<file path="src/rtl/pwmx_pkg.sv">
package pwmx_pkg;

    localparam int REG_W     = 32;
    localparam int FIELD_W   = 15;   // stride of one channel inside the control word
    localparam int CFG_W     = 10;   // implemented bits of one channel field
    localparam int CODE_W    = 4;
    localparam int CNT_W     = 16;
    localparam int PS_W      = 17;   // holds the largest ratio (72000)
    localparam int BUSY_BASE = 28;

    // Field layout of one channel, MSB first: bits 9..0
    typedef struct packed {
        logic              rsv_bypass;  // stored only
        logic              rsv_pulse;   // stored only
        logic              rsv_mode;    // stored only
        logic              gate;        // bit 6
        logic              lvl_hi;      // bit 5: 1 = active high
        logic              run;         // bit 4
        logic [CODE_W-1:0] code;        // bits 3..0
    } ch_cfg_t;

    typedef struct packed {
        logic [CNT_W-1:0] len_m1;  // bits 31..16
        logic [CNT_W-1:0] duty;    // bits 15..0
    } ch_timing_t;

    // Clock ratio for a prescaler code; zero marks an invalid code.
    function automatic logic [PS_W-1:0] ratio_of(input logic [CODE_W-1:0] code,
                                                 input bit has_bypass);
        logic [PS_W-1:0] r;
        case (code)
            4'd0:    r = 17'd120;
            4'd1:    r = 17'd180;
            4'd2:    r = 17'd240;
            4'd3:    r = 17'd360;
            4'd4:    r = 17'd480;
            4'd8:    r = 17'd12000;
            4'd9:    r = 17'd24000;
            4'd10:   r = 17'd36000;
            4'd11:   r = 17'd48000;
            4'd12:   r = 17'd72000;
            4'd15:   r = has_bypass ? 17'd1 : 17'd0;
            default: r = 17'd0;
        endcase
        return r;
    endfunction

endpackage

</file>
<file path="src/rtl/pwmx_prescaler.sv">
module pwmx_prescaler
    import pwmx_pkg::*;
#(
    parameter bit HAS_BYPASS = 1'b1
) (
    input  logic              clk,
    input  logic              rst,
    input  logic [CODE_W-1:0] code,
    input  logic              gate,
    output logic              tick,
    output logic              code_ok
);

    logic [PS_W-1:0] ratio;
    logic [PS_W-1:0] pc;
    logic            active;
    logic            at_end;

    assign ratio   = ratio_of(code, HAS_BYPASS);
    assign code_ok = (ratio != '0);
    assign active  = gate && code_ok;
    assign at_end  = (pc >= ratio - 1'b1);
    assign tick    = active && at_end;

    always_ff @(posedge clk) begin
        if (rst || !active) begin
            pc <= '0;
        end else if (at_end) begin
            pc <= '0;
        end else begin
            pc <= pc + 1'b1;
        end
    end

    // a stopped or invalid prescaler is parked at zero
    p_pc_parked_r3: assert property (@(posedge clk) disable iff (rst)
        !active |=> (pc == '0));

    // with a ratio above one, ticks never come back to back
    p_tick_gap_r2: assert property (@(posedge clk) disable iff (rst)
        (tick && ratio > 17'd1) |=> (!tick || $changed(code)));

endmodule

</file>
<file path="src/rtl/pwmx_channel.sv">
module pwmx_channel
    import pwmx_pkg::*;
#(
    parameter bit HAS_BYPASS = 1'b1
) (
    input  logic              clk,
    input  logic              rst,
    input  logic [CODE_W-1:0] code,
    input  logic              gate,
    input  logic              run,
    input  logic              lvl_hi,
    input  logic              tw_we,
    input  ch_timing_t        tw_wdata,
    output ch_timing_t        tw_staged,
    output logic              busy,
    output logic              pin
);

    logic             tick;
    logic             code_ok;
    logic             counting;
    logic             driving;
    logic             wrap;
    logic             apply_ok;
    logic             in_duty;
    logic [CNT_W-1:0] cnt;
    ch_timing_t       live;

    pwmx_prescaler #(.HAS_BYPASS(HAS_BYPASS)) u_ps (
        .clk     (clk),
        .rst     (rst),
        .code    (code),
        .gate    (gate),
        .tick    (tick),
        .code_ok (code_ok)
    );

    assign counting = gate && code_ok;
    assign driving  = counting && run;
    assign wrap     = tick && (cnt == live.len_m1);
    assign apply_ok = !counting || wrap;

    // staging copy and the live copy used by the counter
    always_ff @(posedge clk) begin
        if (rst) begin
            tw_staged <= '0;
            live      <= '0;
            busy      <= 1'b0;
        end else if (tw_we) begin
            tw_staged <= tw_wdata;
            busy      <= 1'b1;
        end else if (busy && apply_ok) begin
            live <= tw_staged;
            busy <= 1'b0;
        end
    end

    always_ff @(posedge clk) begin
        if (rst || !counting) begin
            cnt <= '0;
        end else if (tick) begin
            cnt <= wrap ? '0 : cnt + 1'b1;
        end
    end

    assign in_duty = driving && (cnt < live.duty);
    assign pin     = lvl_hi ? in_duty : !in_duty;

    // the period counter never passes the live period field
    p_cnt_bound_r4: assert property (@(posedge clk) disable iff (rst)
        cnt <= live.len_m1);

    // duty beyond the period keeps the pin at the active level
    p_full_duty_r5: assert property (@(posedge clk) disable iff (rst)
        (driving && live.duty > live.len_m1) |-> (pin == lvl_hi));

    // dropping the gate clears the period count
    p_gate_clear_r8: assert property (@(posedge clk) disable iff (rst)
        $fell(gate) |=> (cnt == '0));

    // the live timing only changes at a wrap or while idle
    p_live_hold_r9: assert property (@(posedge clk) disable iff (rst)
        (counting && !wrap) |=> $stable(live));

endmodule

</file>
<file path="src/rtl/pwm_dual_ctrl.sv">
module pwm_dual_ctrl
    import pwmx_pkg::*;
#(
    parameter int NUM_CH     = 2,
    parameter bit HAS_BYPASS = 1'b1,
    parameter int ADDR_W     = 4
) (
    input  logic              clk,
    input  logic              rst,
    input  logic              bus_we,
    input  logic [ADDR_W-1:0] bus_addr,
    input  logic [REG_W-1:0]  bus_wdata,
    output logic [REG_W-1:0]  bus_rdata,
    output logic [NUM_CH-1:0] pwm_pin
);

    localparam logic [ADDR_W-1:0] CTRL_ADDR = '0;
    localparam int                TW_STEP   = 4;

    ch_cfg_t    cfg_q  [NUM_CH];
    ch_timing_t staged [NUM_CH];
    logic       busy   [NUM_CH];
    logic       ctrl_we;

    assign ctrl_we = bus_we && (bus_addr == CTRL_ADDR);

    always_ff @(posedge clk) begin
        for (int n = 0; n < NUM_CH; n++) begin
            if (rst) begin
                cfg_q[n] <= '0;
            end else if (ctrl_we) begin
                cfg_q[n] <= bus_wdata[FIELD_W*n +: CFG_W];
            end
        end
    end

    for (genvar g = 0; g < NUM_CH; g++) begin : g_ch
        localparam logic [ADDR_W-1:0] TW_ADDR = ADDR_W'(TW_STEP * (g + 1));
        logic tw_we;
        assign tw_we = bus_we && (bus_addr == TW_ADDR);

        pwmx_channel #(.HAS_BYPASS(HAS_BYPASS)) u_ch (
            .clk       (clk),
            .rst       (rst),
            .code      (cfg_q[g].code),
            .gate      (cfg_q[g].gate),
            .run       (cfg_q[g].run),
            .lvl_hi    (cfg_q[g].lvl_hi),
            .tw_we     (tw_we),
            .tw_wdata  (bus_wdata),
            .tw_staged (staged[g]),
            .busy      (busy[g]),
            .pin       (pwm_pin[g])
        );
    end

    always_comb begin
        bus_rdata = '0;
        if (bus_addr == CTRL_ADDR) begin
            for (int n = 0; n < NUM_CH; n++) begin
                bus_rdata[FIELD_W*n +: CFG_W] = cfg_q[n];
                bus_rdata[BUSY_BASE + n]      = busy[n];
            end
        end
        for (int n = 0; n < NUM_CH; n++) begin
            if (bus_addr == ADDR_W'(TW_STEP * (n + 1))) begin
                bus_rdata = staged[n];
            end
        end
    end

    // an ungated channel shows its inactive level
    p_idle_level_r7: assert property (@(posedge clk) disable iff (rst)
        (!cfg_q[0].gate) |-> (pwm_pin[0] == !cfg_q[0].lvl_hi));

    // out of reset the control state is cleared
    p_reset_clear_r1: assert property (@(posedge clk)
        $past(rst) |-> (cfg_q[0] == '0));

endmodule

</file>
<file path="config.mk">
export PLATFORM = sky130hd
export DESIGN_NAME = pwm_dual_ctrl
export DESIGN_NICKNAME = d
export VERILOG_FILES = /design/src/rtl/pwmx_pkg.sv /design/src/rtl/pwmx_prescaler.sv /design/src/rtl/pwmx_channel.sv /design/src/rtl/pwm_dual_ctrl.sv
export SDC_FILE = /design/constraint.sdc
export NUM_CORES = 1
export LEC_CHECK = 0
export ABC_AREA = 1
export BUFFER_PORTS_ARGS = -buffer_cell sky130_fd_sc_hd__clkbuf_2
export CORE_UTILIZATION = 31
export DETAILED_ROUTE_END_ITERATION = 7
export SYNTH_ARGS = -nofsm -noshare
export SYNTH_HDL_FRONTEND = slang
export SYNTH_SLANG_ARGS = --single-unit
</file>
<file path="constraint.sdc">
create_clock -name clk -period 9.4 [get_ports clk]
set_clock_uncertainty 0.1 [all_clocks]
set_input_delay 2.82 -clock clk [delete_from_list [all_inputs] [get_ports clk]]
set_output_delay 2.82 -clock clk [all_outputs]
set_load 0.02 [all_outputs]
</file>
==> impl_metrics.csv <==
group,metric,value,unit
outcome,status,"complete, no violations",
min_path,hold_class,"reg -> reg",
sta,hold_ws,352,ps
worst_setup_path,critPathMaxFanout,23,
grt,grt_max_degree,71,
logic_synthesis,synth_ff_type,"dfxtp_1",
logic_synthesis,postSynthAreaPerCell,6.92,um^2
worst_setup_path,critPathKind,"in -> out",
place,dp_hpwl,24.8,mm
logic_synthesis,synthesis.nets,1935,
sta,fin_crit_sh,0.775,
cts,cts_num_sinks,216,
floorplanning,ioPinCount,73,
place,gp_congestion,0.881,
worst_setup_path,r2r_start,"cfg_q[0][1]",
worst_setup_path,critPathTopFamily,"buffers and inverters",
sta,rsz0062_at_grt,"no",
power,intPower,0.00175,W
worst_setup_path,worstSetupStartpointType,"input pin",
logic_synthesis,synth-seq-cells,216,
cts,cts_tree,"yes",
worst_setup_path,endpoint_kind,"output pin",
sta,fin_crit,7280,ps
place,io_buffers,72,
sta,drv_slew,0,
place,dp_slack,2120,ps
place,placed_area,13300,um^2
power,comb_power_share,0.091,
cells_and_area,final_cell_area,14300,um^2
min_path,min_path_cells,1,
cts,cts.path.max_buffers,3,
logic_synthesis,netlist_area,12600,um^2
worst_setup_path,arrival,4360,ps
sta,worst_slack,2120,ps
power,p_switching,0.000581,W
detailed_routing,ant_nets,0,
power,p_per_area,163,nW/um^2
sta,max_freq,0.137,GHz
sta,max-slew-margin-rel,0.274,
worst_setup_path,ff2ff_path_depth,23,
cells_and_area,final_nets,1969,
cells_and_area,area_growth,13.9,%
logic_synthesis,async_reset_ff_frac,0,
worst_setup_path,required,6480,ps
floorplanning,die_area,41300,um^2
worst_setup_path,cpMostUsedCell,"clkbuf_2",
power,switching_share,0.249,
grt,grt_antenna_before_repair,0,
logic_synthesis,yosysUniqueCellTypes,47,
cts,cts-resized-gates,0,
power,power.leakage,6.29,nW
detailed_routing,drt_iter0_markers,770,
run,cap_viol_max_count,0,
sta,setup_violations,0,
worst_setup_path,cpMaxStageDelayCell,"buf_4",
grt,grt_pass1_vias,10595,
worst_setup_path,crit_buf_inv,4,
cts,cts.clk_slew.worst_paths,60,ps
worst_setup_path,rrSetupSlack,4710,ps
grt,track_usage,0.162,
floorplanning,coreArea,39800,um^2
worst_setup_path,r2r_end,"g_ch[0].u_ch.live[10]",
cts,cts-buffers-inserted,26,
grt,grt_pass1_wl,54.5,mm
logic_synthesis,syn_inst,1816,
detailed_routing,firstDrtPassIters,5,
power,vdd_ir_drop_max,0.000132,V
power,power.share.clock,0.498,
floorplanning,start_util,0.316,
worst_setup_path,cp_cell_sequence,"clkbuf_2 -> nor2_1 -> inv_1 -> nor3_4 -> buf_4 -> nand2_1 -> o211ai_1 -> clkbuf_2",
worst_setup_path,critPathMaxStageDelay,400,ps
cells_and_area,drive_gt1_frac,0.0957,
detailed_routing,vias,11305,
grt,grt_overflow_total,0,
detailed_routing,avgRoutedWirePerCell,14.1,um
cts,root_buffer,"clkbuf_16",
cts,cts.htree.levels,1,
logic_synthesis,yosysWarnings,0,
detailed_routing,drt_wl_total,33.8,mm
min_path,min_from,"g_ch[1].u_ch.u_ps.pc[0]",
logic_synthesis,synth_enable_flop_cells,20,
sta,fin_tns_setup,0,ps
cts,hold_buffers,0,
cts,clk_latency,550,ps
sta,worst_slew_pin_slew,1090,ps
cts,cts_setup_buffers,0,
power,sequentialPowerShare,0.411,
detailed_routing,drc,0,
floorplanning,rows,73,
floorplanning,chipWidth,203,um
cells_and_area,antenna_cells,0,
detailed_routing,routed_via_density,4.72,
min_path,holdPathEnd,"g_ch[1].u_ch.u_ps.pc[0]",
logic_synthesis,yosysSeqAreaShare,0.360,
floorplanning,dieHeight,203,um
sta,hold_violations,0,
[state kept, by name, summed over array words and instances, names as in the netlist]
name                 flops
g_ch.u_ch.busy           2
cfg_q                   20
g_ch.u_ch.cnt           32
g_ch.u_ch.u_ps.pc       34
g_ch.u_ch.tw_staged     64
g_ch.u_ch.live          64
[stage by stage]
stage / instances / total power [W] / util
floorplan: 1816 / 0.00113 / -
detailed placement: 2347 / 0.00119 / 0.334
CTS: 2395 / 0.00235 / 0.359
finish: 2395 / 0.00233 / 0.359
global route: 2395 / 0.00241 / 0.359
global placement: 2347 / 0.00118 / 0.334
[power by group through the flow]
stage                     Clock, W  Combinational, W  Sequential, W
after floorplan                  0          0.000157       0.000972
after global placement           0          0.000209       0.000976
after detailed placement         0          0.000211       0.000976
after CTS                  0.00118          0.000213       0.000956
after global routing       0.00121          0.000242       0.000957
final                      0.00116          0.000213       0.000956
[cell type report]
type	instances	area, um^2
clock inverters	17	267
well taps	525	657
flip-flops and latches	216	4520
repair buffers	81	428
multi-input cells	1217	6550
fillers	4278	25500
inverters	308	1160
clock buffers	31	722
[logic make-up after synthesis]
logic type	count (synthesis)	share of synthesized area
buffers and inverters	383	0.120
and+or+nand+nor	801	0.272
AOI/OAI and AO/OA	264	0.118
adders and majority gates	80	0.0797
DFF	216	0.360
xor gates and xnor gates	72	0.0502
[cells in the final DEF, fill, tap and decap left out, drive strengths merged, types with 20 or more instances in the layout]
master / n
ha: 80
xnor2: 28
nand3: 135
clkbuf: 103
edfxtp: 20
o21ai: 67
a211oi: 20
inv: 307
nand2: 378
nor2: 222
a21oi: 139
dfxtp: 196
nor3: 26
xor2: 44
[metal layers]
metal | routed length, um | up-vias | GRT usage
met2 | 13600 | 343 | 0.238
met4 | 612 | 0 | 0.0352
li1 | - | 5824 | -
met1 | 17200 | 5097 | 0.241
met5 | 0 | - | 0
met3 | 2290 | 41 | 0.0302
[cells in the mapped netlist (2+ instances only)]
master,number,area (um^2)
nand3b_1,10,75.1
or2_2,7,43.8
nor4_1,3,18.8
o211ai_1,10,75.1
nand2_4,2,22.5
nand2_2,8,50.1
inv_2,12,45.0
nand2_1,368,1380
edfxtp_1,20,601
xor2_1,44,385
clkbuf_1,35,131
nand4_1,6,37.5
buf_4,10,75.1
a21oi_2,3,26.3
dfxtp_1,196,3920
nor3_1,25,125
o221ai_1,13,114
buf_2,11,55.1
and3_1,3,18.8
ha_1,80,1000
a21oi_1,136,681
nand3_1,132,661
nor2_2,11,68.8
xnor2_1,28,245
nand3_2,3,30.0
o21ai_0,63,315
nor2_1,211,792
buf_6,2,22.5
nor3b_1,6,45.0
o22ai_1,10,62.6
inv_1,294,1100
buf_1,17,63.8
o21ai_1,4,20.0
a211oi_1,20,150
[worst max-delay path by stage]
stage	start	endpoint	depth (start not counted)
global placement	bus_addr[1]	bus_rdata[22]	8
finish	bus_addr[1]	bus_rdata[22]	8
CTS	bus_addr[1]	bus_rdata[22]	8
floorplan	bus_addr[1]	bus_rdata[10]	5
global route	bus_addr[1]	bus_rdata[22]	8
detailed placement	bus_addr[1]	bus_rdata[22]	8
(Power assumes the default switching activity.)
